File: src/rtl/evbr_pkg.sv
package evbr_pkg;
  localparam int XLEN = 64;
  localparam int NSRC = 2;  // index 0: external, 1: performance monitor

  // big-endian bit n maps to little-endian bit XLEN-1-n
  localparam int B_GE      = XLEN - 1 - 0;
  localparam int B_EXT_EN  = XLEN - 1 - 30;
  localparam int B_PM_EN   = XLEN - 1 - 31;
  localparam int B_RSV_HI  = XLEN - 1 - 32;
  localparam int B_RSV_LO  = XLEN - 1 - 33;
  localparam int B_EXT_OCC = XLEN - 1 - 62;
  localparam int B_PM_OCC  = XLEN - 1 - 63;

  typedef enum logic [1:0] {
    SEL_CTRL    = 2'd0,
    SEL_HANDLER = 2'd1,
    SEL_RETURN  = 2'd2,
    SEL_NONE    = 2'd3
  } wr_sel_e;

  function automatic logic [XLEN-1:0] word_align(input logic [XLEN-1:0] a);
    return {a[XLEN-1:2], 2'b00};
  endfunction

  function automatic logic [XLEN-1:0] mode_target(input logic [XLEN-1:0] a,
                                                  input logic m64);
    return m64 ? a : {{(XLEN-32){1'b0}}, a[31:0]};
  endfunction
endpackage

File: src/rtl/evbr_decode.sv
module evbr_decode #(
  parameter int PRIMARY_OP = 19,
  parameter int EXT_OP     = 146
) (
  input  logic        valid,
  input  logic [31:0] word,
  output logic        hit,
  output logic        s_bit
);
  localparam logic [5:0] PO = PRIMARY_OP[5:0];
  localparam logic [9:0] XO = EXT_OP[9:0];

  always_comb begin
    hit   = valid && (word[31:26] == PO) && (word[10:1] == XO);
    s_bit = word[11];
  end
endmodule

File: src/rtl/evbr_arbiter.sv
module evbr_arbiter #(
  parameter int NSRC = 2
) (
  input  logic            clk,
  input  logic            rst_n,
  input  logic [NSRC-1:0] req,
  input  logic [NSRC-1:0] src_en,
  input  logic            ge,
  input  logic            block,
  output logic [NSRC-1:0] grant
);
  logic [NSRC-1:0] pend_q;
  logic [NSRC-1:0] pend_all;
  logic [NSRC-1:0] elig;

  always_comb begin
    pend_all = pend_q | req;
    elig     = pend_all & src_en & {NSRC{ge & ~block}};
    grant    = elig & ~(elig - 1'b1);  // lowest index wins
  end

  for (genvar i = 0; i < NSRC; i++) begin : g_pend
    always_ff @(posedge clk) begin
      if (!rst_n) pend_q[i] <= 1'b0;
      else        pend_q[i] <= pend_all[i] & ~grant[i];
    end
  end

  assert_single_grant_R6: assert property (@(posedge clk) disable iff (!rst_n)
    $onehot0(grant));
  assert_grant_needs_ge_R3: assert property (@(posedge clk) disable iff (!rst_n)
    (|grant) |-> (ge && !block));
  assert_blocked_keeps_pending_R11: assert property (@(posedge clk) disable iff (!rst_n)
    block |=> ((pend_q & $past(req)) == $past(req)));
endmodule

File: src/rtl/evbr_regs.sv
module evbr_regs
  import evbr_pkg::*;
#(
  parameter int W = XLEN
) (
  input  logic            clk,
  input  logic            rst_n,
  input  logic            wr_en,
  input  logic [1:0]      wr_sel,
  input  logic [W-1:0]    wr_data,
  input  logic            busy,
  input  logic            ret_ok,
  input  logic            ret_s,
  input  logic [NSRC-1:0] grant,
  input  logic [W-1:0]    next_ia,
  output logic [W-1:0]    ctrl_q,
  output logic [W-1:0]    handler_q,
  output logic [W-1:0]    return_q
);
  localparam int OCC_POS [NSRC] = '{B_EXT_OCC, B_PM_OCC};

  logic [W-1:0] ctrl_d, handler_d, return_d;
  logic         wr_live;

  always_comb begin
    ctrl_d    = ctrl_q;
    handler_d = handler_q;
    return_d  = return_q;
    wr_live   = wr_en && !busy;
    if (ret_ok) begin
      ctrl_d[B_GE] = ret_s;
    end else if (|grant) begin
      ctrl_d[B_GE] = 1'b0;
      return_d     = word_align(next_ia);
      for (int i = 0; i < NSRC; i++)
        if (grant[i]) ctrl_d[OCC_POS[i]] = 1'b1;
    end else if (wr_live) begin
      case (wr_sel_e'(wr_sel))
        SEL_CTRL:    ctrl_d    = wr_data;
        SEL_HANDLER: handler_d = word_align(wr_data);
        SEL_RETURN:  return_d  = word_align(wr_data);
        default:     ;
      endcase
    end
  end

  always_ff @(posedge clk) begin
    if (!rst_n) begin
      ctrl_q    <= '0;
      handler_q <= '0;
      return_q  <= '0;
    end else begin
      ctrl_q    <= ctrl_d;
      handler_q <= handler_d;
      return_q  <= return_d;
    end
  end

  assert_delivery_clears_ge_R4: assert property (@(posedge clk) disable iff (!rst_n)
    (|grant) |=> !ctrl_q[B_GE]);
  assert_addr_low_zero_R2: assert property (@(posedge clk) disable iff (!rst_n)
    (handler_q[1:0] == 2'b00) && (return_q[1:0] == 2'b00));
  assert_busy_drops_write_R11: assert property (@(posedge clk) disable iff (!rst_n)
    (busy && !(|grant) && !ret_ok) |=> $stable(handler_q) && $stable(return_q)
                                      && $stable(ctrl_q));
endmodule

File: src/rtl/evbr_ctrl.sv
module evbr_ctrl
  import evbr_pkg::*;
(
  input  logic            clk,
  input  logic            rst_n,
  input  logic            ext_evt_req,
  input  logic            pm_evt_req,
  input  logic [XLEN-1:0] next_ia,
  input  logic            mode64,
  input  logic            insn_valid,
  input  logic [31:0]     insn_word,
  input  logic            wr_en,
  input  logic [1:0]      wr_sel,
  input  logic [XLEN-1:0] wr_data,
  output logic [XLEN-1:0] ctrl_q,
  output logic [XLEN-1:0] handler_q,
  output logic [XLEN-1:0] return_q,
  output logic            redir_valid,
  output logic [XLEN-1:0] redir_addr,
  output logic            illegal_insn
);
  logic            ret_hit, ret_s, ret_bad, ret_ok;
  logic [NSRC-1:0] grant;
  logic            deliver;

  evbr_decode u_decode (
    .valid (insn_valid),
    .word  (insn_word),
    .hit   (ret_hit),
    .s_bit (ret_s)
  );

  always_comb begin
    ret_bad = ret_hit && (ctrl_q[B_RSV_HI:B_RSV_LO] != 2'b00);
    ret_ok  = ret_hit && !ret_bad;
    deliver = |grant;
  end

  evbr_arbiter #(.NSRC(NSRC)) u_arb (
    .clk    (clk),
    .rst_n  (rst_n),
    .req    ({pm_evt_req, ext_evt_req}),
    .src_en ({ctrl_q[B_PM_EN], ctrl_q[B_EXT_EN]}),
    .ge     (ctrl_q[B_GE]),
    .block  (ret_hit),
    .grant  (grant)
  );

  evbr_regs u_regs (
    .clk       (clk),
    .rst_n     (rst_n),
    .wr_en     (wr_en),
    .wr_sel    (wr_sel),
    .wr_data   (wr_data),
    .busy      (ret_hit | deliver),
    .ret_ok    (ret_ok),
    .ret_s     (ret_s),
    .grant     (grant),
    .next_ia   (next_ia),
    .ctrl_q    (ctrl_q),
    .handler_q (handler_q),
    .return_q  (return_q)
  );

  always_ff @(posedge clk) begin
    if (!rst_n) begin
      redir_valid  <= 1'b0;
      redir_addr   <= '0;
      illegal_insn <= 1'b0;
    end else begin
      redir_valid  <= ret_ok | deliver;
      illegal_insn <= ret_bad;
      if (ret_ok)       redir_addr <= mode_target(return_q, mode64);
      else if (deliver) redir_addr <= handler_q;
      else              redir_addr <= '0;
    end
  end

  assert_one_action_R11: assert property (@(posedge clk) disable iff (!rst_n)
    $onehot0({ret_ok, ret_bad, deliver}));
  assert_illegal_keeps_ge_R10: assert property (@(posedge clk) disable iff (!rst_n)
    ret_bad |=> ($stable(ctrl_q[B_GE]) && !redir_valid && illegal_insn));
  assert_return_sets_ge_R8: assert property (@(posedge clk) disable iff (!rst_n)
    ret_ok |=> (ctrl_q[B_GE] == $past(insn_word[11])));
  assert_narrow_target_R9: assert property (@(posedge clk) disable iff (!rst_n)
    (ret_ok && !mode64) |=> (redir_addr[XLEN-1:32] == '0));
  assert_idle_addr_zero_R5: assert property (@(posedge clk) disable iff (!rst_n)
    !redir_valid |-> (redir_addr == '0));
  assert_redir_aligned_R2: assert property (@(posedge clk) disable iff (!rst_n)
    redir_valid |-> (redir_addr[1:0] == 2'b00));
endmodule

File: config.mk
export PLATFORM = sky130hd
export DESIGN_NAME = evbr_ctrl
export DESIGN_NICKNAME = d
export VERILOG_FILES = /design/src/rtl/evbr_pkg.sv /design/src/rtl/evbr_decode.sv /design/src/rtl/evbr_arbiter.sv /design/src/rtl/evbr_regs.sv /design/src/rtl/evbr_ctrl.sv
export SDC_FILE = /design/constraint.sdc
export NUM_CORES = 1
export LEC_CHECK = 0
export BUFFER_PORTS_ARGS = -buffer_cell sky130_fd_sc_hd__buf_2
export CELL_PAD_IN_SITES_DETAIL_PLACEMENT = 0
export CELL_PAD_IN_SITES_GLOBAL_PLACEMENT = 1
export CORE_MARGIN = 8
export CORE_UTILIZATION = 30
export DETAILED_ROUTE_END_ITERATION = 12
export PLACE_DENSITY_LB_ADDON = 0.2
export SYNTH_ARGS = -nofsm -noshare
export SYNTH_HDL_FRONTEND = slang
export SYNTH_HIERARCHICAL = 1
export SYNTH_SLANG_ARGS = --single-unit
File: constraint.sdc
create_clock -name clk -period 4.5 [get_ports clk]
set_clock_uncertainty 0.2 [all_clocks]
set_input_delay 0.675 -clock clk [delete_from_list [all_inputs] [get_ports clk]]
set_output_delay 0.675 -clock clk [all_outputs]
set_load 0.005 [all_outputs]
# ---- Word level (Yosys, flattened, before mapping)
# Index checks and enable logic that the tools add are counted.
dict set report word_totals {
  word_cells 67
  out_inout_bits 258
  inputBits 169
  ff_bits 258
}
dict set report classes {
  reduce_logical 21
  n_eq_ne 6
  bitwise_logic 15
  n_addsub 1
  muxes 13
}
# op count
set ops {}
lappend ops {{two-way mux 64 bit} 8}
lappend ops {{AND reduction 4 bit} 4}
lappend ops {{equality test 10 x 8 -> 1 bit (second input constant)} 1}
lappend ops {{nonzero test 2 bit} 4}
lappend ops {{bitwise AND 2 bit} 3}
lappend ops {{equality test 6 x 5 -> 1 bit (second input constant)} 1}
lappend ops {{nonzero test 3 bit} 2}
lappend ops {{logical AND 1 bit} 5}
lappend ops {{inverter 1 bit} 5}
lappend ops {{two-way mux 1 bit} 4}
lappend ops {{inequality test 2 x 1 -> 1 bit (second input constant)} 2}
lappend ops {{bitwise AND 1 bit} 3}
lappend ops {{AND reduction 3 bit} 1}
lappend ops {{equality test 2 x 1 -> 1 bit (second input constant)} 1}
lappend ops {{equality test 2 bit (second input constant)} 1}
lappend ops {{zero test 1 bit} 2}
lappend ops {{zero test 2 bit} 1}
lappend ops {{two-way mux 2 bit} 1}
lappend ops {{inverter 2 bit} 1}
lappend ops {{bitwise OR 1 bit} 2}
lappend ops {{bitwise OR 2 bit} 1}
lappend ops {{AND reduction 2 bit} 1}
lappend ops {{OR reduction 2 bit} 1}
lappend ops {{subtractor 2 x 1 -> 2 bit (second input constant)} 1}

# ---- Depth between registers and ports, before layout
dict set report logic_depth {
  word_depth 16
  ltp_mapped 12
  mapped_depth_nobuf 9
}

# ---- Hierarchy
# Netlist, hierarchy kept.
# module cells_per_inst area_per_inst_um2 seq_area_each_um2 n_inst
set by_module_without_submodules {}
lappend by_module_without_submodules {evbr_regs 915 8386.8 3763.6 1}
lappend by_module_without_submodules {evbr_ctrl 300 2957.8 1321.3 1}
lappend by_module_without_submodules {evbr_arbiter 11 100.1 40.0 1}
lappend by_module_without_submodules {evbr_decode 7 72.6 0.0 1}

# ---- Worst setup path before layout
# Ideal clock, no wire load.
dict set report synth_path {
  kind {input to register}
  start {input insn_word[7]}
  end {register u_regs.ctrl_q[0]}
  arrival_ns 3.028
  path_slack_ns 1.213
  required_time_ns 4.241
  n_path_buf 1
  cell_stages 10
  setup_ns 0.059
  cell_sequence {and4bb_2 nand4b_1 nor4_2 nor2b_2 o2111a_1 buf_2 or3_1 or4b_1 o311ai_1 o211a_1}
}
dict set report synth_between {
  elab_chain_len 14
  elab_cells_between_ends 21
  cone_classes {add/sub (1); eq/ne (2); mux (1); bitwise (7); reduce/logical (10)}
}
# element line_no
set synth_rtl {}
lappend synth_rtl {{start, declared} evbr_ctrl.sv:11} ;# input logic [31:0] insn_word,
lappend synth_rtl {{equality test 10 x 8 -> 1 bit *} evbr_decode.sv:14} ;# hit = valid && (word[31:26] == PO) && (word[10:1] == XO);
lappend synth_rtl {{logical AND 1 bit *} evbr_decode.sv:14}
lappend synth_rtl {{named net ret_hit} evbr_ctrl.sv:22} ;# logic ret_hit, ret_s, ret_bad, ret_ok;
lappend synth_rtl {{inverter 1 bit *} evbr_arbiter.sv:18} ;# elig = pend_all & src_en & {NSRC{ge & ~block}};
lappend synth_rtl {{bitwise AND 1 bit *} evbr_arbiter.sv:18}
lappend synth_rtl {{bitwise AND 2 bit *} evbr_arbiter.sv:18}
lappend synth_rtl {{subtractor 2 x 1 -> 2 bit} evbr_arbiter.sv:19} ;# grant = elig & ~(elig - 1'b1);
lappend synth_rtl {{inverter 2 bit} evbr_arbiter.sv:19}
lappend synth_rtl {{bitwise AND 2 bit *} evbr_arbiter.sv:19}
lappend synth_rtl {{named net grant[1]} evbr_ctrl.sv:23} ;# logic [NSRC-1:0] grant;
lappend synth_rtl {{OR reduction 2 bit} {evbr_regs.sv:32, evbr_ctrl.sv:36}}
lappend synth_rtl {{bitwise OR 1 bit} evbr_ctrl.sv:55} ;# .busy (ret_hit | deliver),
lappend synth_rtl {{zero test 1 bit} evbr_regs.sv:29} ;# wr_live = wr_en && !busy;
lappend synth_rtl {{logical AND 1 bit} evbr_regs.sv:29}
lappend synth_rtl {{nonzero test 2 bit (no line)} n/a}
lappend synth_rtl {{AND reduction 4 bit (no line)} n/a}
lappend synth_rtl {{end signal, assigned} evbr_regs.sv:53} ;# ctrl_q <= ctrl_d;
lappend synth_rtl {{end, declared} evbr_regs.sv:16} ;# output logic [W-1:0] ctrl_q,
# Mark *: on every way through the listed nets, which the timed path passes. The rest lies on a longest branch.
# A chain may end at the register's enable or synchronous reset.

# ---- Final worst setup path
dict set report layout_path {
  start {input insn_word[30]}
  end {register u_regs.ctrl_q[17]}
}
dict set report layout_between {
  elab_chain_len 14
  elab_cells_between_ends 19
  cone_classes {add/sub (1); eq/ne (1); bitwise (8); reduce/logical (9)}
}
# element line_no
set layout_rtl {}
lappend layout_rtl {{equality test 6 x 5 -> 1 bit *} evbr_decode.sv:14}
lappend layout_rtl {{logical AND 1 bit * (2 in a row)} evbr_decode.sv:14}
lappend layout_rtl {{named net ret_hit} evbr_ctrl.sv:22}
lappend layout_rtl {{inverter 1 bit *} evbr_arbiter.sv:18}
lappend layout_rtl {{bitwise AND 1 bit *} evbr_arbiter.sv:18}
lappend layout_rtl {{bitwise AND 2 bit *} evbr_arbiter.sv:18}
lappend layout_rtl {{subtractor 2 x 1 -> 2 bit} evbr_arbiter.sv:19}
lappend layout_rtl {{inverter 2 bit} evbr_arbiter.sv:19}
lappend layout_rtl {{bitwise AND 2 bit *} evbr_arbiter.sv:19}
lappend layout_rtl {{named net grant[0]} evbr_ctrl.sv:23}
lappend layout_rtl {{OR reduction 2 bit *} {evbr_regs.sv:32, evbr_ctrl.sv:36}}
lappend layout_rtl {{bitwise OR 1 bit} evbr_ctrl.sv:55}
lappend layout_rtl {{zero test 1 bit} evbr_regs.sv:29}
lappend layout_rtl {{logical AND 1 bit} evbr_regs.sv:29}
lappend layout_rtl {{AND reduction 4 bit (no line) *} n/a}
# Marked as above.

==> impl_metrics.py <==
metrics = {
    "clock_network": {
        "cts_post_setup_buffers_inserted": 0,
        "htreeDepth": 1,
        "clk_pin_slew_ps": 60,
        "clk_path_buf_depth": 3,
        "cts.sinks": 256,
        "cts_tree": "yes",
        "clk_latency_ps": 560,
        "clockRootBuffer": "clkbuf_16",
        "ctsHoldBuffers": 0,
        "cts_buffers": 31,
        "ctsResizeCount": 0,
    },
    "setup_path": {
        "end_kind": "flop",
        "cp_cell_sequence": "buf_2, and4bb_2, nand4b_1, nor4_2, nand3b_1, nor2_4, buf_4, nor3_4, nand2_4, buf_4, mux2i_1",
        "crit_arrival_ps": 3990,
        "crit_type": "in2reg",
        "critPathLaunchType": "input port",
        "critPathTopFamily": "simple AND/OR/NAND/NOR gates",
        "required_ps": 4780,
        "critPathMostFrequentCell": "buf_4",
        "crit_buf_inv": 3,
        "slowest_delay_ps": 780,
        "crit_fanout": 58,
        "slowest_stage": "nor2_4",
    },
    "timing": {
        "hold_slack_ps": 159.1,
        "rsz0062_at_grt": "false",
        "setup_viol": 0,
        "tns_ps": 0,
        "hold_viol": 0,
        "worstMarginPinSlew_ps": 1119,
        "max_slew_margin_pct": 25.40,
        "final_min_period_over_clock_period_pct": 82.61,
        "slew_viol_final": 0,
        "clock.fmax_ghz": 0.2690,
        "fin_crit_ps": 3718,
    },
    "logic_synthesis": {
        "synth-seq-cells": 256,
        "async_reset_ff_share_pct": 0,
        "synth.cell_area_sq_um": 11520,
        "synthFlopType": "dfxtp_1",
        "synth_top_area_cell": "dfxtp_1",
        "synth_common_cells": "282 x nand2_1, 256 x dfxtp_1, 249 x mux2i_1, 64 x o211ai_1, 64 x o21ai_0",
        "ys_warn_count": 6,
        "avgSynthCellArea_sq_um": 9.341,
        "synth_edf_count": 0,
        "ys_types": 39,
        "synthTopCellsByArea": "dfxtp_1 44%, mux2i_1 22%, nand2_1 9.2%, o211ai_1 4.2%, nor3b_1 4.1%",
        "syn-instance-count": 1233,
        "yosysTopAreaCellShare_pct": 44.50,
        "seq_area_frac_synth_pct": 44.50,
        "yosysMostFrequentCell": "nand2_1",
    },
    "route": {
        "postRouteAntennaNets": 0,
        "drtIter0Drc": 439,
        "dr.pass1.iters": 5,
        "wl_per_cell_um": 19.55,
        "viasPerCell": 4.777,
        "vias": 10032,
        "wl_mm": 41.06,
        "drcViolationCount": 0,
    },
    "finish": {
        "multiInputGateArea_sq_um": 5807,
        "fillers": 3940,
        "layout.area.seq_sq_um": 5125,
        "finalNonFillerCells": 2100,
        "fin_util_pct": 39.12,
        "drive_gt1_share_pct": 30.37,
        "area_delta_synth_final_pct": 28.25,
        "fin_nets": 1735,
    },
    "die": {
        "start_util_pct": 30.51,
        "die_x_um": 211.9,
        "io_pins": 427,
        "core.rowCount": 71,
        "fp.dieArea_sq_um": 44920,
        "die_h_um": 211.9,
        "core_sq_um": 37760,
    },
    "status": {
        "run_status": "complete, no violations",
    },
    "global_route": {
        "grt_max_degree": 115,
        "antenna_found_initial": 9,
        "gr-total-overflow": 0,
        "grt_use_total_pct": 17.53,
        "grt_pass1_wl_mm": 62.87,
        "grt_pass1_vias": 10389,
    },
    "power": {
        "p_per_area_nw_per_um2": 351.1,
        "leakage_nw": 7.267,
        "finalPower_mw": 5.185,
        "peakVddDrop_uv": 267.3,
    },
    "run": {
        "drv_cap": 0,
    },
    "place": {
        "hpwlAfterDp_mm": 28.08,
        "finalWeightedCongestion": 0.7474,
        "numPortBuffers": 405,
        "placed_cells": 2044,
    },
    "hold_path": {
        "hp-class": "in2reg",
    },
}
[power by group]
part,switching [mW],total [mW],internal [mW]
registers,0.0450,2.38,2.33
clock network,0.961,2.37,1.41
logic,0.245,0.438,0.193
[metrics by stage]
stage	setup WS (ps)	area [sq um]
3_5_place_dp	201.2	13800
2_1_floorplan	1213	11530
3_3_place_gp	255.6	13800
6_report	782.4	14770
5_1_grt	536.9	14770
4_1_cts	791.9	14760
[cells in the final DEF, fill, tap and decap left out, drive strengths merged, types with 2 or more instances in the layout]
master  instances
nand3          33
nor4b           2
clkinv          2
inv             2
o211a           3
o21a           62
diode           5
nand2         282
and4bb          2
nor3b          64
clkbuf         48
conb            4
mux2i         249
buf           423
o21ai          65
o311ai          2
nor2            2
o211ai         64
dfxtp         256
nand2b          2
[path summary, 6_finish.rpt]
check | startpoint | to | slack (ps) | depth (start not counted)
max | insn_word[30] | u_regs/ctrl_q[17]$_SDFFE_PN0P_ | 780 | 11
min | wr_data[0] | u_regs/ctrl_q[0]$_SDFFE_PN0P_ | 160 | 2
max reg2reg | u_regs/ctrl_q[63]$_SDFFE_PN0P_ | u_regs/ctrl_q[17]$_SDFFE_PN0P_ | 1010 | 7
min reg2reg | u_regs/ctrl_q[29]$_SDFFE_PN0P_ | u_regs/ctrl_q[29]$_SDFFE_PN0P_ | 260 | 2
[final cells by class]
class                           count  share of cell area [%]
Timing Repair Buffer              423                   15.04
Antenna cell                        5                 0.08471
Multi-Input combinational cell    852                   39.31
Tap cell                          511                   4.329
Clock buffer                       48                   6.362
Sequential cell                   256                   34.70
Clock inverter                      3                  0.1186
Inverter                            2                 0.05083
[per-layer routing]
layer / vias up / global-route usage [%] / wire length [um]
li1: 4965 / - / -
met1: 4738 / 21.57 / 17570
met2: 264 / 29.35 / 19420
met3: 57 / 5.797 / 3127
met4: 8 / 4.122 / 903
met5: - / 0 / 37
[cells by family after synthesis]
logic type	after synthesis	share of synthesized area, %
DFF	256	44.50
AOI/OAI and AO/OA	202	11.86
buffers and inverters	128	5.649
muxes	249	21.64
other	1	0.03256
and+or+nand+nor	397	16.32
[flip-flops by register name, summed over array words and instances (netlist names)]
name and cells:
redir_addr 64, u_arb/pend_q 2, redir_valid 1, illegal_insn 1
u_regs/ctrl_q 64, u_regs/return_q 62, u_regs/handler_q 62
No activity file was read; power rests on OpenSTA's default activity.
